<file path="config.mk">
export PLATFORM = sky130hd
export DESIGN_NAME = cpu_status_flags
export DESIGN_NICKNAME = d
export VERILOG_FILES = /design/src/rtl/flags_pkg.sv /design/src/rtl/flags_widen.sv /design/src/rtl/flags_next.sv /design/src/rtl/cpu_status_flags.sv
export SDC_FILE = /design/constraint.sdc
export NUM_CORES = 1
export LEC_CHECK = 0
export ABC_AREA = 1
export BUFFER_PORTS_ARGS = -buffer_cell sky130_fd_sc_hd__buf_2
export CAP_MARGIN = 20
export CORE_ASPECT_RATIO = 0.7
export CORE_MARGIN = 1
export CORE_UTILIZATION = 37
export DETAILED_ROUTE_END_ITERATION = 10
export GPL_TIMING_DRIVEN = 0
export PLACE_DENSITY = 0.87
export SLEW_MARGIN = 20
export SYNTH_ARGS = -nofsm -noshare
export SYNTH_HDL_FRONTEND = slang
export SYNTH_HIERARCHICAL = 1
export SYNTH_SLANG_ARGS = --single-unit
export TNS_END_PERCENT = 100
</file>
<file path="constraint.sdc">
create_clock -name clk -period 3.3 [get_ports clk]
set_clock_uncertainty 0.2 [all_clocks]
set_input_delay 0.99 -clock clk [delete_from_list [all_inputs] [get_ports clk]]
set_output_delay 0.99 -clock clk [all_outputs]
set_load 0.02 [all_outputs]
</file>
<file path="src/rtl/flags_pkg.sv">
package flags_pkg;
  localparam int FLAG_W  = 8;
  localparam int COND_W  = 5;
  localparam int ALU_W   = 4;
  localparam int BIT_C   = 7;
  localparam int BIT_Z   = 6;
  localparam int BIT_S   = 5;
  localparam int BIT_V   = 4;
  localparam int BIT_B   = 3;
  localparam int BIT_U   = 2;
  localparam int BIT_CE  = 1;
  localparam int BIT_IE  = 0;

  typedef enum logic [1:0] {
    SZ_BYTE  = 2'd0,
    SZ_HALF  = 2'd1,
    SZ_FULL  = 2'd2,
    SZ_FULL2 = 2'd3
  } opsize_e;

  // set/clear strobe resolution: clear dominates, else keep
  function automatic logic strobe_bit(input logic cur, input logic s, input logic c);
    if (c)      return 1'b0;
    else if (s) return 1'b1;
    else        return cur;
  endfunction
endpackage

</file>
<file path="src/rtl/flags_widen.sv">
module flags_widen
  import flags_pkg::*;
#(
  parameter int DATA_W = 32
) (
  input  logic [DATA_W-1:0] src,
  input  logic [1:0]        size,
  input  logic              sgn,
  output logic [DATA_W-1:0] wide,
  output logic              is_zero
);
  localparam int BYTE_W = 8;
  localparam int HALF_W = 16;

  function automatic logic [DATA_W-1:0] widen_op(
    input logic [DATA_W-1:0] v, input logic [1:0] sz, input logic s);
    logic [DATA_W-1:0] r;
    logic ext;
    r = v;
    unique case (opsize_e'(sz))
      SZ_BYTE: begin
        ext = s & v[BYTE_W-1];
        r   = {{(DATA_W-BYTE_W){ext}}, v[BYTE_W-1:0]};
      end
      SZ_HALF: begin
        ext = s & v[HALF_W-1];
        r   = {{(DATA_W-HALF_W){ext}}, v[HALF_W-1:0]};
      end
      default: r = v;
    endcase
    return r;
  endfunction

  always_comb begin
    wide    = widen_op(src, size, sgn);
    is_zero = (wide == '0);
  end
endmodule

</file>
<file path="src/rtl/flags_next.sv">
module flags_next
  import flags_pkg::*;
(
  input  logic [FLAG_W-1:0] cur,
  input  logic [ALU_W-1:0]  alu_mask,
  input  logic [ALU_W-1:0]  alu_flags,
  input  logic              blank_req,
  input  logic              blank_hit,
  input  logic              wr_en,
  input  logic [FLAG_W-1:0] wr_mask,
  input  logic [FLAG_W-1:0] wr_data,
  input  logic              user_set,
  input  logic              user_clr,
  input  logic              chain_set,
  input  logic              chain_clr,
  input  logic              irq_entry,
  output logic [FLAG_W-1:0] nxt
);
  logic [FLAG_W-1:0] exec_val;
  logic [FLAG_W-1:0] wr_val;

  // stage 1: execute-stage updates on the condition codes and blank
  always_comb begin
    exec_val = cur;
    for (int i = 0; i < ALU_W; i++) begin
      if (alu_mask[i]) exec_val[BIT_V + i] = alu_flags[i];
    end
    if (blank_req) exec_val[BIT_B] = blank_hit;
  end

  // stage 2: masked whole-word write overrides execute updates
  generate
    for (genvar g = 0; g < FLAG_W; g++) begin : g_wr
      assign wr_val[g] = (wr_en && wr_mask[g]) ? wr_data[g] : exec_val[g];
    end
  endgenerate

  // stage 3: strobes, then interrupt entry on the enables
  always_comb begin
    nxt         = wr_val;
    nxt[BIT_U]  = strobe_bit(wr_val[BIT_U],  user_set,  user_clr);
    nxt[BIT_CE] = strobe_bit(wr_val[BIT_CE], chain_set, chain_clr);
    if (irq_entry) begin
      nxt[BIT_CE] = cur[BIT_IE];
      nxt[BIT_IE] = 1'b0;
    end
  end
endmodule

</file>
<file path="src/rtl/cpu_status_flags.sv">
module cpu_status_flags
  import flags_pkg::*;
#(
  parameter int DATA_W = 32
) (
  input  logic              clk,
  input  logic              rst_n,
  input  logic [3:0]        alu_mask,
  input  logic [3:0]        alu_flags,
  input  logic              blank_req,
  input  logic [DATA_W-1:0] test_operand,
  input  logic [1:0]        op_size,
  input  logic              op_signed,
  input  logic              wr_en,
  input  logic [7:0]        wr_mask,
  input  logic [7:0]        wr_data,
  input  logic              user_set,
  input  logic              user_clr,
  input  logic              chain_set,
  input  logic              chain_clr,
  input  logic              irq_entry,
  output logic [7:0]        flags_o,
  output logic [4:0]        cond_flags_o,
  output logic [DATA_W-1:0] wide_o,
  output logic              blank_zero_o
);
  logic [FLAG_W-1:0] flags_q;
  logic [FLAG_W-1:0] flags_d;
  logic              blank_hit;

  flags_widen #(.DATA_W(DATA_W)) u_widen (
    .src     (test_operand),
    .size    (op_size),
    .sgn     (op_signed),
    .wide    (wide_o),
    .is_zero (blank_hit)
  );

  flags_next u_next (
    .cur       (flags_q),
    .alu_mask  (alu_mask),
    .alu_flags (alu_flags),
    .blank_req (blank_req),
    .blank_hit (blank_hit),
    .wr_en     (wr_en),
    .wr_mask   (wr_mask),
    .wr_data   (wr_data),
    .user_set  (user_set),
    .user_clr  (user_clr),
    .chain_set (chain_set),
    .chain_clr (chain_clr),
    .irq_entry (irq_entry),
    .nxt       (flags_d)
  );

  always_ff @(posedge clk) begin
    if (!rst_n) flags_q <= '0;
    else        flags_q <= flags_d;
  end

  assign flags_o      = flags_q;
  assign cond_flags_o = flags_q[BIT_C:BIT_B];
  assign blank_zero_o = blank_hit;
endmodule

</file>
* Yosys cells after proc, flatten, opt, wreduce, memory -nomap -nowiden *
Cells that the tools add are included.

cells by class
  multiplexer cells = 18
  eq/ne operators = 1
  bitwise logic cells = 3
  reductions and logical operators = 19

operator list
  operator            count
  $pmux 32 s2         1
  $logic_not 32->1    1
  $mux 1              16
  $reduce_bool 2->1   6
  $logic_and 1x1->1   8
  $reduce_bool 4->1   1
  $reduce_or 2->1     2
  $and 1x1->1         2
  $eq 2x1->1 const B  1
  $logic_not 2->1     1
  $mux 2              1
  $not 1->1           1

storage, ports and cells
  word-level logic and storage cells = 49
  input port bits = 68
  register bits after elaboration = 8
  output and inout port bits = 46

* Depth between registers and ports, before layout *
  word-level depth = 5
  depth in mapped cells = 15
  gate-level depth less buffers = 13

* Modules after synthesis *
Netlist, hierarchy kept.

modules (own cells, without submodules)
  module            cells an instance  times used  area an instance (um^2)  sequential area each (um^2)
  flags_widen       104                1           478.0                    0.0
  flags_next        52                 1           277.8                    0.0
  cpu_status_flags  30                 1           262.8                    160.2

* Worst setup path after synthesis *
No wires, ideal clock.

  kind = input -> output
  start point = input port op_size[1]
  end point = output port blank_zero_o
  arrival time = 1.890 ns
  path buffers = 2
  data required time = 2.110 ns
  setup slack = 0.220 ns
  stages on the path = 8
  cell sequence = buf_6 > nor2_2 > nand2_2 > buf_6 > nand3_2 > nor2_1 > nand2_1 > nor2_2

on the way
  cells in the longest elaborated chain, start to end = 3
  elaborated cells on any way between the ends = 4
  classes of those cells = 1 x eq/ne; 1 x mux; 2 x reduce/logical

RTL lines
  element                                               RTL line                RTL
  start: declaration                                    cpu_status_flags.sv:12  input logic [1:0] op_size,
  $eq 2x1->1 / $logic_not 2->1 (equally long branches)  flags_widen.sv:20       unique case (opsize_e'(sz))
  $pmux 32 s2 (*)                                       flags_widen.sv:20
  net wide_o[29]                                        cpu_status_flags.sv:24  output logic [DATA_W-1:0] wide_o,
  $logic_not 32->1 (*)                                  flags_widen.sv:36       is_zero = (wide == '0);
  end: declaration                                      cpu_status_flags.sv:25  output logic blank_zero_o

The timed path passes the listed nets; every way through them passes the cells marked *.

* Worst setup path after layout *
  start point = input port op_size[1]
  end point = output port blank_zero_o

on the way
  cells in the longest elaborated chain, start to end = 3
  elaborated cells on any way between the ends = 4
  classes of those cells = 1 x eq/ne; 1 x mux; 2 x reduce/logical

RTL lines
  element                                               RTL line
  $eq 2x1->1 / $logic_not 2->1 (equally long branches)  flags_widen.sv:20
  $pmux 32 s2 (*)                                       flags_widen.sv:20
  $logic_not 32->1 (*)                                  flags_widen.sv:36

Every way passes the cells marked *; elsewhere a longest branch is shown, timed or not.

==> results.toml <==
[sta]
layout_worst_path_cycle_share_pct = 95.70
final.setup.tns_ps = 0
slew_headroom_pct = 89.14
worstMarginPinSlew_ps = 162.2
hold_violations = 0
final-max-slew-violation-count = 0
timing.final.setup_violations = 0
fin_worst_setup_slack_ps = 142.0
holdWs_ps = 363.1
period_minus_slack_ps = 3158
rsz0062_at_grt = "false"
max_clock_freq_mhz = 316.7

[worst_setup_path]
r2r_start = "flags_o[6]"
path_class = "in2out"
cp-end-kind = "output port"
timing.critical_path.arrival_ps = 1970
reg2reg_depth = 4
crit-reg2reg-capture = "flags_o[6]"
crit_required_ps = 2110
reg2reg_setup_slack_ps = 2340
worstPathMaxFanout = 10
timing.critical_path.from_type = "input pin"

[global_route]
groute.usage.overall_pct = 19.18
grt_pass1_vias = 1101
global_route_wire_length_before_repair_mm = 4.360
grt_antenna_before_repair = 0
grt_max_degree = 11
gr_overflow_total = 0

[pwr]
power_per_cell_area_mw_per_mm2 = 268.6
leakagePower_nw = 1.167
vdd_ir_drop_max_mv = 0.1807

[final_layout]
largest_reg_flops = 8
nNetsFinal = 369
antenna_cells_inserted = 0
final_core_utilization_pct = 65.23
filler_cell_count = 259
area_growth_syn_to_fin_pct = 62.29
stdcell_count = 333
drive_above_1_share_pct = 49.50

[synthesis]
ys_types = 20
synthCells = 186
netlist_top_cells_area = "nand2_1 (33%), dfxtp_1 (16%), buf_4 (9.6%)"
post_synth_instance_area_mm2 = 0.001018
ys_ff_latch = 8
library_cell_with_the_highest_instance_count_after_synthesis = "nand2_1"
postSynthNetCount = 254
synth_top_area_share_pct = 32.80
synth.largest_area_cell = "nand2_1"
yosys-top-cells-count = "nand2_1 (89), inv_1 (21), nor2_1 (15)"
yosysSeqAreaShare_pct = 15.72
synth.avg_cell_area_um2 = 5.476
synth-edff-count = 0
ys_warn_count = 6
dominantRegCellSynth = "dfxtp_1"
asyncSetResetFlopFracSynth_pct = 0

[detailed_routing]
route.detailed.wl_per_inst_um = 8.616
drt.antenna.violating_nets = 0
drt_first_pass_iters = 4
detail_route.iter0.violations = 17
wl_mm = 2.869
via_count = 1426
drc_errors = 0
post_drt_via_cell_ratio = 4.282

[clock_network]
cts-buffers-inserted = 3
ctsHtreeMaxLevel = 1
clk_pin_slew_worst_paths_ps = 40
clock-root-buffer = "clkbuf_8"
post_cts.resized_instances = 0
cts_num_sinks = 8
worst_skew_pair.late_latency_ps = 220
cts.repair_timing.setup_buffer_count = 0
tritoncts = "done"
cts.path.max_buffers = 2
cts_stage_hold_buffer_count = 0

[worst_hold_path]
holdPathEnd = "flags_o[1]"
min_delay_path_depth = 4
min_from = "flags_o[0]"
hold_path.class = "reg2reg"

[floorplanning]
dieHeight_um = 45.90
die-width_um = 64.71
design.die.area_mm2 = 0.002970
fp.coreArea_mm2 = 0.002534
io_pins = 114
starting_density_of_the_core_pct = 40.20
rows = 15

[placement]
globalplace.congestion = 0.7688
port-buffer-count = 110
dpl.cell_count = 330
worst_slack_after_detailed_placement_ps = 118.9
hpwl_mm = 2.540

[run]
max_cap_viol_count = 0

[run_status]
outcome = "finished clean"
[stage by stage]
step	instance area, um^2	total power, mW
final	1653	0.4439
after global routing	1653	0.4788
after CTS	1653	0.4510
after detailed placement	1612	0.3313
after global placement	1612	0.3284
after floorplan	1018	0.2434
[how the worst max path moves through the flow]
stage	from	endpoint	slack, ps
after floorplan	op_size[1]	blank_zero_o	220
after global placement	op_size[1]	blank_zero_o	170
after detailed placement	op_size[1]	blank_zero_o	120
after CTS	op_size[1]	blank_zero_o	110
after global routing	op_size[1]	blank_zero_o	40
final	op_size[1]	blank_zero_o	140
[cells in the final DEF (no fill, tap or decap), types with 2 or more instances in the layout]
cell type / Yosys / routed
buf_2: 2 / 112
nand2_1: 89 / 89
inv_1: 21 / 21
nor2_1: 15 / 15
buf_4: 13 / 13
nand3_1: 9 / 9
dfxtp_1: 8 / 8
nand2_2: 7 / 7
buf_6: 4 / 4
o211ai_1: 4 / 4
clkbuf_8: 0 / 3
o21ai_0: 3 / 3
nor2_2: 2 / 2
inv_2: 2 / 2
[worst max-delay path, stage by stage]
cell and delay [ps]:
buf_6 120, buf_6 140, nand2_1 80, nand2_1 50
nor2_1 90, nand2_1 70, nor2_1 90, nand2_1 70
nor2_2 90, buf_2 170
[cell type report]
| type | instances | area [um^2] | share of cell area, % |
|---|---|---|---|
| repair buffers | 110 | 550.5 | 33.31 |
| well taps | 34 | 42.54 | 2.574 |
| plain buffers | 20 | 172.7 | 10.45 |
| clock buffers | 3 | 41.29 | 2.498 |
| flip-flops and latches | 8 | 160.2 | 9.690 |
| inverters | 23 | 86.33 | 5.223 |
| multi-input cells | 135 | 599.3 | 36.26 |
[cell families (layout without fill, tap and decap cells)]
group / Yosys count / count (layout) / share of synthesized area (%)
AOI/OAI and AO/OA: 9 / 9 / 6.511
buffers and inverters: 43 / 156 / 25.43
and+or+nand+nor: 126 / 126 / 52.33
DFF: 8 / 8 / 15.72
[where the power goes]
| part | switching, mW | internal, mW | leakage [nW] |
|---|---|---|---|
| Combinational | 0.125 | 0.0965 | 1.08 |
| Sequential | 0.00412 | 0.103 | 0.0660 |
| Clock | 0.0361 | 0.0788 | 0.0216 |
| Total | 0.165 | 0.278 | 1.17 |
[metal layers]
metal / track usage [%] / share of wire [%]
met5: 0 / 0
met4: 4.889 / 0.49
met3: 6.250 / 7.9
met2: 32.29 / 46
met1: 23.86 / 45
Note: power is estimated with default switching activity, not from simulation.
